===== config.mk =====
export PLATFORM = sky130hd
export DESIGN_NAME = erase_cmd_seq
export DESIGN_NICKNAME = d
export VERILOG_FILES = /design/src/rtl/erase_seq_pkg.sv /design/src/rtl/cmd_match.sv /design/src/rtl/cycle_timer.sv /design/src/rtl/sector_buf.sv /design/src/rtl/erase_cmd_seq.sv
export SDC_FILE = /design/constraint.sdc
export NUM_CORES = 1
export LEC_CHECK = 0
export ABC_AREA = 1
export BUFFER_PORTS_ARGS = -buffer_cell sky130_fd_sc_hd__buf_4
export CELL_PAD_IN_SITES_DETAIL_PLACEMENT = 0
export CELL_PAD_IN_SITES_GLOBAL_PLACEMENT = 2
export CORE_AREA = 2 2 105 107
export DETAILED_ROUTE_END_ITERATION = 8
export DIE_AREA = 0 0 107 109
export PLACE_DENSITY = 0.75
export SETUP_SLACK_MARGIN = 0.1
export SLEW_MARGIN = 20
export SYNTH_ARGS = -nofsm -noshare
export SYNTH_HDL_FRONTEND = slang
export SYNTH_HIERARCHICAL = 1
export SYNTH_SLANG_ARGS = --single-unit

===== constraint.sdc =====
create_clock -name clk -period 3.7 [get_ports clk]
set_clock_uncertainty 0.15 [all_clocks]
set_input_delay 0.555 -clock clk [delete_from_list [all_inputs] [get_ports clk]]
set_output_delay 0.555 -clock clk [all_outputs]
set_load 0.01 [all_outputs]

===== src/rtl/erase_seq_pkg.sv =====
package erase_seq_pkg;
  localparam int MATCH_W = 12;
  localparam logic [MATCH_W-1:0] ADR_A = 12'h555;
  localparam logic [MATCH_W-1:0] ADR_B = 12'h2AA;
  localparam logic [7:0] CODE_KEY1  = 8'hAA;
  localparam logic [7:0] CODE_KEY2  = 8'h55;
  localparam logic [7:0] CODE_SETUP = 8'h80;
  localparam logic [7:0] CODE_ADD   = 8'h30;
  localparam logic [7:0] CODE_HOLD  = 8'hB0;
  localparam logic [7:0] CODE_ABORT = 8'hF0;

  typedef enum logic [3:0] {
    S_IDLE, S_K1, S_K2, S_SETUP, S_K3, S_K4, S_WIN, S_ERASE, S_SUSP
  } seq_state_e;

  typedef struct packed {
    logic key1;   // 555h / AAh
    logic key2;   // 2AAh / 55h
    logic setup;  // 555h / 80h
    logic add;    // 30h, any address
    logic hold;   // B0h
    logic abort;  // F0h
  } cmd_hit_t;
endpackage


===== src/rtl/cmd_match.sv =====
module cmd_match
  import erase_seq_pkg::*;
#(
  parameter int ADDR_W = 16
) (
  input  logic [ADDR_W-1:0] addr,
  input  logic [7:0]        data,
  output cmd_hit_t          hit
);
  logic [MATCH_W-1:0] lo;
  assign lo = addr[MATCH_W-1:0];

  always_comb begin
    hit.key1  = (lo == ADR_A) && (data == CODE_KEY1);
    hit.key2  = (lo == ADR_B) && (data == CODE_KEY2);
    hit.setup = (lo == ADR_A) && (data == CODE_SETUP);
    hit.add   = (data == CODE_ADD);
    hit.hold  = (data == CODE_HOLD);
    hit.abort = (data == CODE_ABORT);
  end
endmodule


===== src/rtl/cycle_timer.sv =====
module cycle_timer #(
  parameter int CNT_W = 8
) (
  input  logic             clk,
  input  logic             rst,
  input  logic             load,
  input  logic [CNT_W-1:0] load_val,
  input  logic             run,
  output logic             zero
);
  logic [CNT_W-1:0] cnt_q;

  always_ff @(posedge clk) begin
    if (rst)                     cnt_q <= '0;
    else if (load)               cnt_q <= load_val;
    else if (run && cnt_q != '0) cnt_q <= cnt_q - 1'b1;
  end

  assign zero = (cnt_q == '0);

  // a running count only moves down by one
  a_r4_count_step: assert property (@(posedge clk) disable iff (rst)
    (!load && run && cnt_q != '0) |=> (cnt_q == $past(cnt_q) - 1'b1));
  // a held count does not move
  a_r10_count_hold: assert property (@(posedge clk) disable iff (rst)
    (!load && !run) |=> $stable(cnt_q));
endmodule


===== src/rtl/sector_buf.sv =====
module sector_buf #(
  parameter int NUM_SECT = 8,
  parameter int SECT_W   = $clog2(NUM_SECT)
) (
  input  logic                clk,
  input  logic                rst,
  input  logic                set,
  input  logic [SECT_W-1:0]   idx,
  input  logic                clr,
  output logic [NUM_SECT-1:0] sel
);
  for (genvar i = 0; i < NUM_SECT; i++) begin : g_bit
    always_ff @(posedge clk) begin
      if (rst || clr)                       sel[i] <= 1'b0;
      else if (set && idx == SECT_W'(i))    sel[i] <= 1'b1;
    end
  end

  // an added sector is selected on the next clock
  a_r5_set_sticks: assert property (@(posedge clk) disable iff (rst)
    (set && !clr) |=> sel[$past(idx)]);
  // adding never drops another sector
  a_r5_no_loss: assert property (@(posedge clk) disable iff (rst)
    (!clr) |=> ((sel & $past(sel)) == $past(sel)));
endmodule


===== src/rtl/erase_cmd_seq.sv =====
module erase_cmd_seq
  import erase_seq_pkg::*;
#(
  parameter int ADDR_W    = 16,
  parameter int NUM_SECT  = 8,
  parameter int WIN_CYC   = 2500,
  parameter int ERASE_CYC = 5000
) (
  input  logic                clk,
  input  logic                rst,
  input  logic                wr_stb,
  input  logic [ADDR_W-1:0]   wr_addr,
  input  logic [7:0]          wr_data,
  output logic [NUM_SECT-1:0] sector_sel,
  output logic                erase_active,
  output logic                ready,
  output logic                tmr_expired,
  output logic                suspended
);
  localparam int SECT_W = $clog2(NUM_SECT);
  localparam int WIN_W  = $clog2(WIN_CYC + 1);
  localparam int ERS_W  = $clog2(ERASE_CYC + 1);

  seq_state_e st_q, st_d;
  cmd_hit_t   hit;
  logic win_load, win_run, win_zero;
  logic ers_load, ers_run, ers_zero;
  logic buf_set, buf_clr;
  logic [SECT_W-1:0] sect_idx;

  assign sect_idx = wr_addr[ADDR_W-1 -: SECT_W];

  cmd_match #(.ADDR_W(ADDR_W)) u_match (
    .addr(wr_addr), .data(wr_data), .hit(hit)
  );

  cycle_timer #(.CNT_W(WIN_W)) u_win (
    .clk(clk), .rst(rst), .load(win_load),
    .load_val(WIN_W'(WIN_CYC - 1)), .run(win_run), .zero(win_zero)
  );

  cycle_timer #(.CNT_W(ERS_W)) u_ers (
    .clk(clk), .rst(rst), .load(ers_load),
    .load_val(ERS_W'(ERASE_CYC - 1)), .run(ers_run), .zero(ers_zero)
  );

  sector_buf #(.NUM_SECT(NUM_SECT), .SECT_W(SECT_W)) u_buf (
    .clk(clk), .rst(rst), .set(buf_set), .idx(sect_idx),
    .clr(buf_clr), .sel(sector_sel)
  );

  always_comb begin
    st_d     = st_q;
    win_load = 1'b0;
    win_run  = 1'b0;
    ers_load = 1'b0;
    ers_run  = 1'b0;
    buf_set  = 1'b0;
    buf_clr  = 1'b0;
    unique case (st_q)
      S_IDLE:  if (wr_stb && hit.key1) st_d = S_K1;
      S_K1:    if (wr_stb) st_d = hit.key2  ? S_K2    : S_IDLE;
      S_K2:    if (wr_stb) st_d = hit.setup ? S_SETUP : S_IDLE;
      S_SETUP: if (wr_stb) st_d = hit.key1  ? S_K3    : S_IDLE;
      S_K3:    if (wr_stb) st_d = hit.key2  ? S_K4    : S_IDLE;
      S_K4: begin
        if (wr_stb) begin
          if (hit.add) begin
            st_d     = S_WIN;
            buf_set  = 1'b1;
            win_load = 1'b1;
          end else begin
            st_d = S_IDLE;
          end
        end
      end
      S_WIN: begin
        win_run = 1'b1;
        if (wr_stb && hit.add) begin
          buf_set  = 1'b1;
          win_load = 1'b1;
        end else if (wr_stb && !hit.hold) begin
          buf_clr = 1'b1;
          st_d    = S_IDLE;
        end else if (win_zero) begin
          st_d     = S_ERASE;
          ers_load = 1'b1;
        end
      end
      S_ERASE: begin
        if (ers_zero) begin
          buf_clr = 1'b1;
          st_d    = S_IDLE;
        end else if (wr_stb && hit.hold) begin
          st_d = S_SUSP;
        end else begin
          ers_run = 1'b1;
        end
      end
      S_SUSP:  if (wr_stb && hit.add) st_d = S_ERASE;
      default: st_d = S_IDLE;
    endcase
  end

  always_ff @(posedge clk) begin
    if (rst) begin
      st_q         <= S_IDLE;
      ready        <= 1'b1;
      erase_active <= 1'b0;
      tmr_expired  <= 1'b0;
      suspended    <= 1'b0;
    end else begin
      st_q         <= st_d;
      ready        <= !(st_d == S_WIN || st_d == S_ERASE);
      erase_active <= (st_d == S_ERASE);
      tmr_expired  <= (st_d == S_ERASE || st_d == S_SUSP);
      suspended    <= (st_d == S_SUSP);
    end
  end

  // busy without expiry means the window is open, not erasing
  a_r4_window_flag: assert property (@(posedge clk) disable iff (rst)
    (!ready && !erase_active) |-> !tmr_expired);
  // busy, erasing or suspended implies at least one sector queued
  a_r8_sel_nonempty: assert property (@(posedge clk) disable iff (rst)
    (!ready || erase_active || suspended) |-> (sector_sel != '0));
  // suspended reports ready and expired, never active
  a_r10_susp_flags: assert property (@(posedge clk) disable iff (rst)
    suspended |-> (ready && tmr_expired && !erase_active));
  // the sector map does not change during erase except the final clear
  a_r9_sel_frozen: assert property (@(posedge clk) disable iff (rst)
    erase_active |=> ($stable(sector_sel) || sector_sel == '0));
  // an illegal code inside the window aborts to idle
  a_r6_abort: assert property (@(posedge clk) disable iff (rst)
    (!ready && !tmr_expired && wr_stb && wr_data != CODE_ADD && wr_data != CODE_HOLD)
    |=> (ready && sector_sel == '0 && !tmr_expired));
endmodule


* After elaboration in Yosys (flattened, before gate mapping) *
Cells that the tools add are included.

storage, ports and cells
  word-level logic and storage cells = 114
  output and inout bits = 12
  bits in registers = 41

cells by class
  muxes and demuxes = 38
  add/subtract/negate cells = 2
  eq/ne operators = 25
  reduce and logical (&&, ||, !) cells = 32

operators by type and width
  operator                                            count
  two-way mux 4 bit                                   12
  case mux 4 bit (9 select lines)                     1
  two-way mux 13 bit                                  2
  == test 4 x 3 -> 1 bit, second input constant       6
  == test 8 bit, second input constant                3
  two-way mux 12 bit                                  2
  logical AND 1 bit                                   17
  two-way mux 1 bit                                   14
  logical NOT 13 bit                                  1
  nonzero test 13 bit                                 1
  subtractor 13 x 1 -> 13 bit, second input constant  1
  == test 12 x 10 -> 1 bit, second input constant     1
  == test 12 x 11 -> 1 bit, second input constant     1
  == test 3 bit, second input constant                4
  logical NOT 12 bit                                  1
  nonzero test 12 bit                                 1
  subtractor 12 x 1 -> 12 bit, second input constant  1
  two-way mux 3 bit                                   3
  == test 4 x 2 -> 1 bit, second input constant       2
  == test 4 bit, second input constant                2
  == test 8 x 6 -> 1 bit, second input constant       1
  == test 8 x 7 -> 1 bit, second input constant       1
  == test 3 x 2 -> 1 bit, second input constant       2
  == test 4 x 1 -> 1 bit, second input constant       1
  other kinds (9)                                     16

* Longest topological paths before layout *
  depth after elaboration = 9
  gate-level depth with buffers = 15

* Modules after synthesis *
Netlist, hierarchy kept.

modules (own cells, without submodules)
  module                instances  cells each  area an instance (µm²)
  cycle_timer at u_ers  1          156         957.2
  cycle_timer at u_win  1          148         917.1
  erase_cmd_seq         1          93          580.6
  sector_buf            1          45          349.1
  cmd_match             1          66          265.3

* Worst setup path before layout *
No wires, ideal clock.

  kind = input to register
  start point = in wr_data[2]
  end point = reg u_win.cnt_q[11]
  stages = 11
  slack = 1.482 ns
  arrival time = 1.939 ns
  data required time = 3.421 ns
  path through = nor2_1 > nand2_1 > nor2_1 > nand2_1 > o21ai_0 > inv_1 > buf_2 > nand3_1 > nand2_1 > nor2_1 > nor2_1

RTL lines
  element               line                 source
  start, declared       erase_cmd_seq.sv:13  input logic [7:0] wr_data,
  end signal, assigned  cycle_timer.sv:15    else if (load) cnt_q <= load_val;
  end signal, assigned  cycle_timer.sv:16    else if (run && cnt_q != '0) cnt_q <= cnt_q - 1'b1;
  end, declared         cycle_timer.sv:11    logic [CNT_W-1:0] cnt_q;

* Worst setup path in the final report *
  start point = reg u_win.cnt_q[0]
  end point = reg u_ers.cnt_q[9]

on the way
  word-level cells in the longest chain between the ends = 6

RTL lines
  element                                                   line                 source
  logical NOT 12 bit *                                      cycle_timer.sv:19    assign zero = (cnt_q == '0);
  net win_zero                                              erase_cmd_seq.sv:26  logic win_load, win_run, win_zero;
  two-way mux 1 bit *                                       erase_cmd_seq.sv:85  end else if (win_zero) begin
  two-way mux 1 bit *                                       erase_cmd_seq.sv:82  end else if (wr_stb && !hit.hold) begin
  two-way mux 1 bit *                                       erase_cmd_seq.sv:79  if (wr_stb && hit.add) begin
  two-way mux 1 bit *                                       erase_cmd_seq.sv:60  unique case (st_q)
  net ers_load                                              erase_cmd_seq.sv:27  logic ers_load, ers_run, ers_zero;
  two-way mux 13 bit or nonzero test 2 bit (tied branches)  n/a
  end signal, assigned                                      cycle_timer.sv:15
  end signal, assigned                                      cycle_timer.sv:16
  end, declared                                             cycle_timer.sv:11

Mark *: on every way through the listed nets, which the timed path passes. The rest lies on a longest branch.
A chain may end at the register's enable or synchronous reset.

==> metrics.txt <==
Sink Count 41; Ant. Diodes 0; Routed Antenna Nets 0; Placer Congestion 0.778; worst reg-to-reg setup slack 1.07 ns; Root Buffer clkbuf_8; switching power 0.217 mW; GRT Overall Usage 0.141; remaining global-route overflow 0; Layout Nets 596; I/O Buffers 37; Slew @ Worst Pin 0.599 ns; worst setup margin 1.07 ns; pre-CTS WS 0.837 ns; largest net degree at the start of global routing 28; CP endpoint kind register; DP Wirelength 5.82 mm; yosys warns 6; dpl cells 698; average cell area after synthesis 6.05 um^2; first-pass GRT wire length 13.3 mm; number of cells produced by synthesis 506; Die Y 109 um; initial antenna violation count 0; class of the worst hold path reg -> reg; Gate power share 0.067; num rows 38; number of global-route vias before repair 2889; Num CTS Buffers 5; DR WL/cell 10.6 um; H-tree depth 2; endpoints failing hold 0; startpoint type of the worst setup path register; power density cells 242 mW/mm^2; CP max stage delay 0.33 ns; post-layout util 0.345; RSZ-0062 raised after global routing false; CP Class reg -> reg; Final Cycle Share 0.710; Slowest-stage cell, CP dfxtp_1; drt first pass iters 4; WP data arrival 2.66 ns; synthesis-to-layout area growth 19.4%; CP max FO 14; Fin Setup TNS 0 ns; vias per cell 4.27; total core area 0.0106 mm^2; Die Span X 107 um; Worst EP required 3.73 ns; Total Routed Length 7.47 mm; sequential fraction of design power 0.498; Final min period 2.63 ns; max-slew violations 0; # IOs 39; clock input transition at the sequential cells of the worst setup and hold paths 0.09 ns; Pwr Total 0.885 mW; Sw Ratio 0.245; share of layout cells above drive strength 1 0.193; CTS tree done; via count 3015; Slew HR 0.595; worst vdd ir 0.111 mV; DRC Markers 0; initial detailed-routing violation count 131; PostCTS Resize Cnt 0; maximum clock path buffer count 2; Lkg Pwr 1.83 nW; Starting Density 0.289; DIE AREA 0.0117 mm^2; worst-skew pair later-pin latency 0.30 ns; Max Fclk 381 MHz; status complete, no violations; post-route insts no fill 706; number of hold buffers added after cts 0; setup bufs post-CTS 0; Mapped Area 0.00306 mm^2; Final Setup Violations 0; crit-path cells inv_1, ha_1, nand2_1, nor4_1, nand2_1, nor2_1, nand2_2, inv_1, buf_4, inv_1, nand2_4, clkinv_2, nand2_1, a21oi_1; Clk pwr share 0.435; Internal Power 0.669 mW; max cap viols 0
-- power by group through the flow --
stage / combinational [mW] / clock, mW / sequential [mW]
after detailed placement: 0.0603 / 0 / 0.451
after global placement: 0.0602 / 0 / 0.451
after global routing: 0.0699 / 0.426 / 0.441
final: 0.0597 / 0.385 / 0.441
after floorplan: 0.0296 / 0 / 0.451
after CTS: 0.0606 / 0.406 / 0.441
-- cell usage in the layout (no fill, tap or decap), types with 4 or more instances in the layout --
cell,n
inv_2,5
nor2_2,15
conb_1,25
nand2_1,124
o21ai_0,17
buf_4,39
nand2_4,5
clkbuf_8,5
a21oi_1,24
nand4_1,7
inv_1,75
xnor2_1,5
a21oi_2,12
nor2_1,81
dfxtp_1,41
or2_2,5
nand2_2,9
xor2_1,4
nand3_1,36
ha_1,4
-- through the flow --
| step | hold slack (ns) | instance area [um^2] |
|---|---|---|
| 2_1_floorplan | 0.299 | 3150 |
| 3_3_place_gp | 0.299 | 3540 |
| 3_5_place_dp | 0.302 | 3540 |
| 4_1_cts | 0.317 | 3650 |
| 5_1_grt | 0.330 | 3650 |
| 6_report | 0.314 | 3650 |
-- path summary, 6_finish.rpt --
path / from / to / cells after the start
max: u_win/cnt_q[0]$_SDFFE_PP0P_ / u_ers/cnt_q[9]$_SDFFE_PP0P_ / 14
min: u_buf/sel[7]$_SDFFE_PP0P_ / u_buf/sel[7]$_SDFFE_PP0P_ / 2
max reg2reg: u_win/cnt_q[0]$_SDFFE_PP0P_ / u_ers/cnt_q[9]$_SDFFE_PP0P_ / 14
min reg2reg: u_buf/sel[7]$_SDFFE_PP0P_ / u_buf/sel[7]$_SDFFE_PP0P_ / 2
-- routing by layer --
metal  up-vias  track usage  share of wire
met1      1320        0.192           0.50
met5         -            0              0
met4         0       0.0390          0.013
met2        33        0.232           0.46
li1       1656            -              -
met3         6       0.0227          0.029
-- worst max-delay path: cells and delay by family, from the launching register on --
family / cells / cell delay (ns)
fa+ha+maj: 1 / 0.19
flops: 1 / 0.33
buf+inv: 5 / 0.76
compound gates: 1 / 0.06
simple gates: 7 / 1.00
-- registers in the layout, indices dropped and copies added, names as in the netlist --
| signal | cells |
|---|---|
| erase_active | 1 |
| ready | 1 |
| st_q | 4 |
| suspended | 1 |
| tmr_expired | 1 |
| u_buf/sel | 8 |
| u_ers/cnt_q | 13 |
| u_win/cnt_q | 12 |
-- cell type report --
class / count / area [um^2]
sequential: 41 / 821
timing repair buffer: 39 / 293
clock inverter: 3 / 46.3
multi-input combinational: 396 / 1940
inverter: 82 / 310
fill: 1202 / 6950
tap: 140 / 175
clock buffer: 5 / 68.8
No activity file was read; power rests on OpenSTA's default activity.
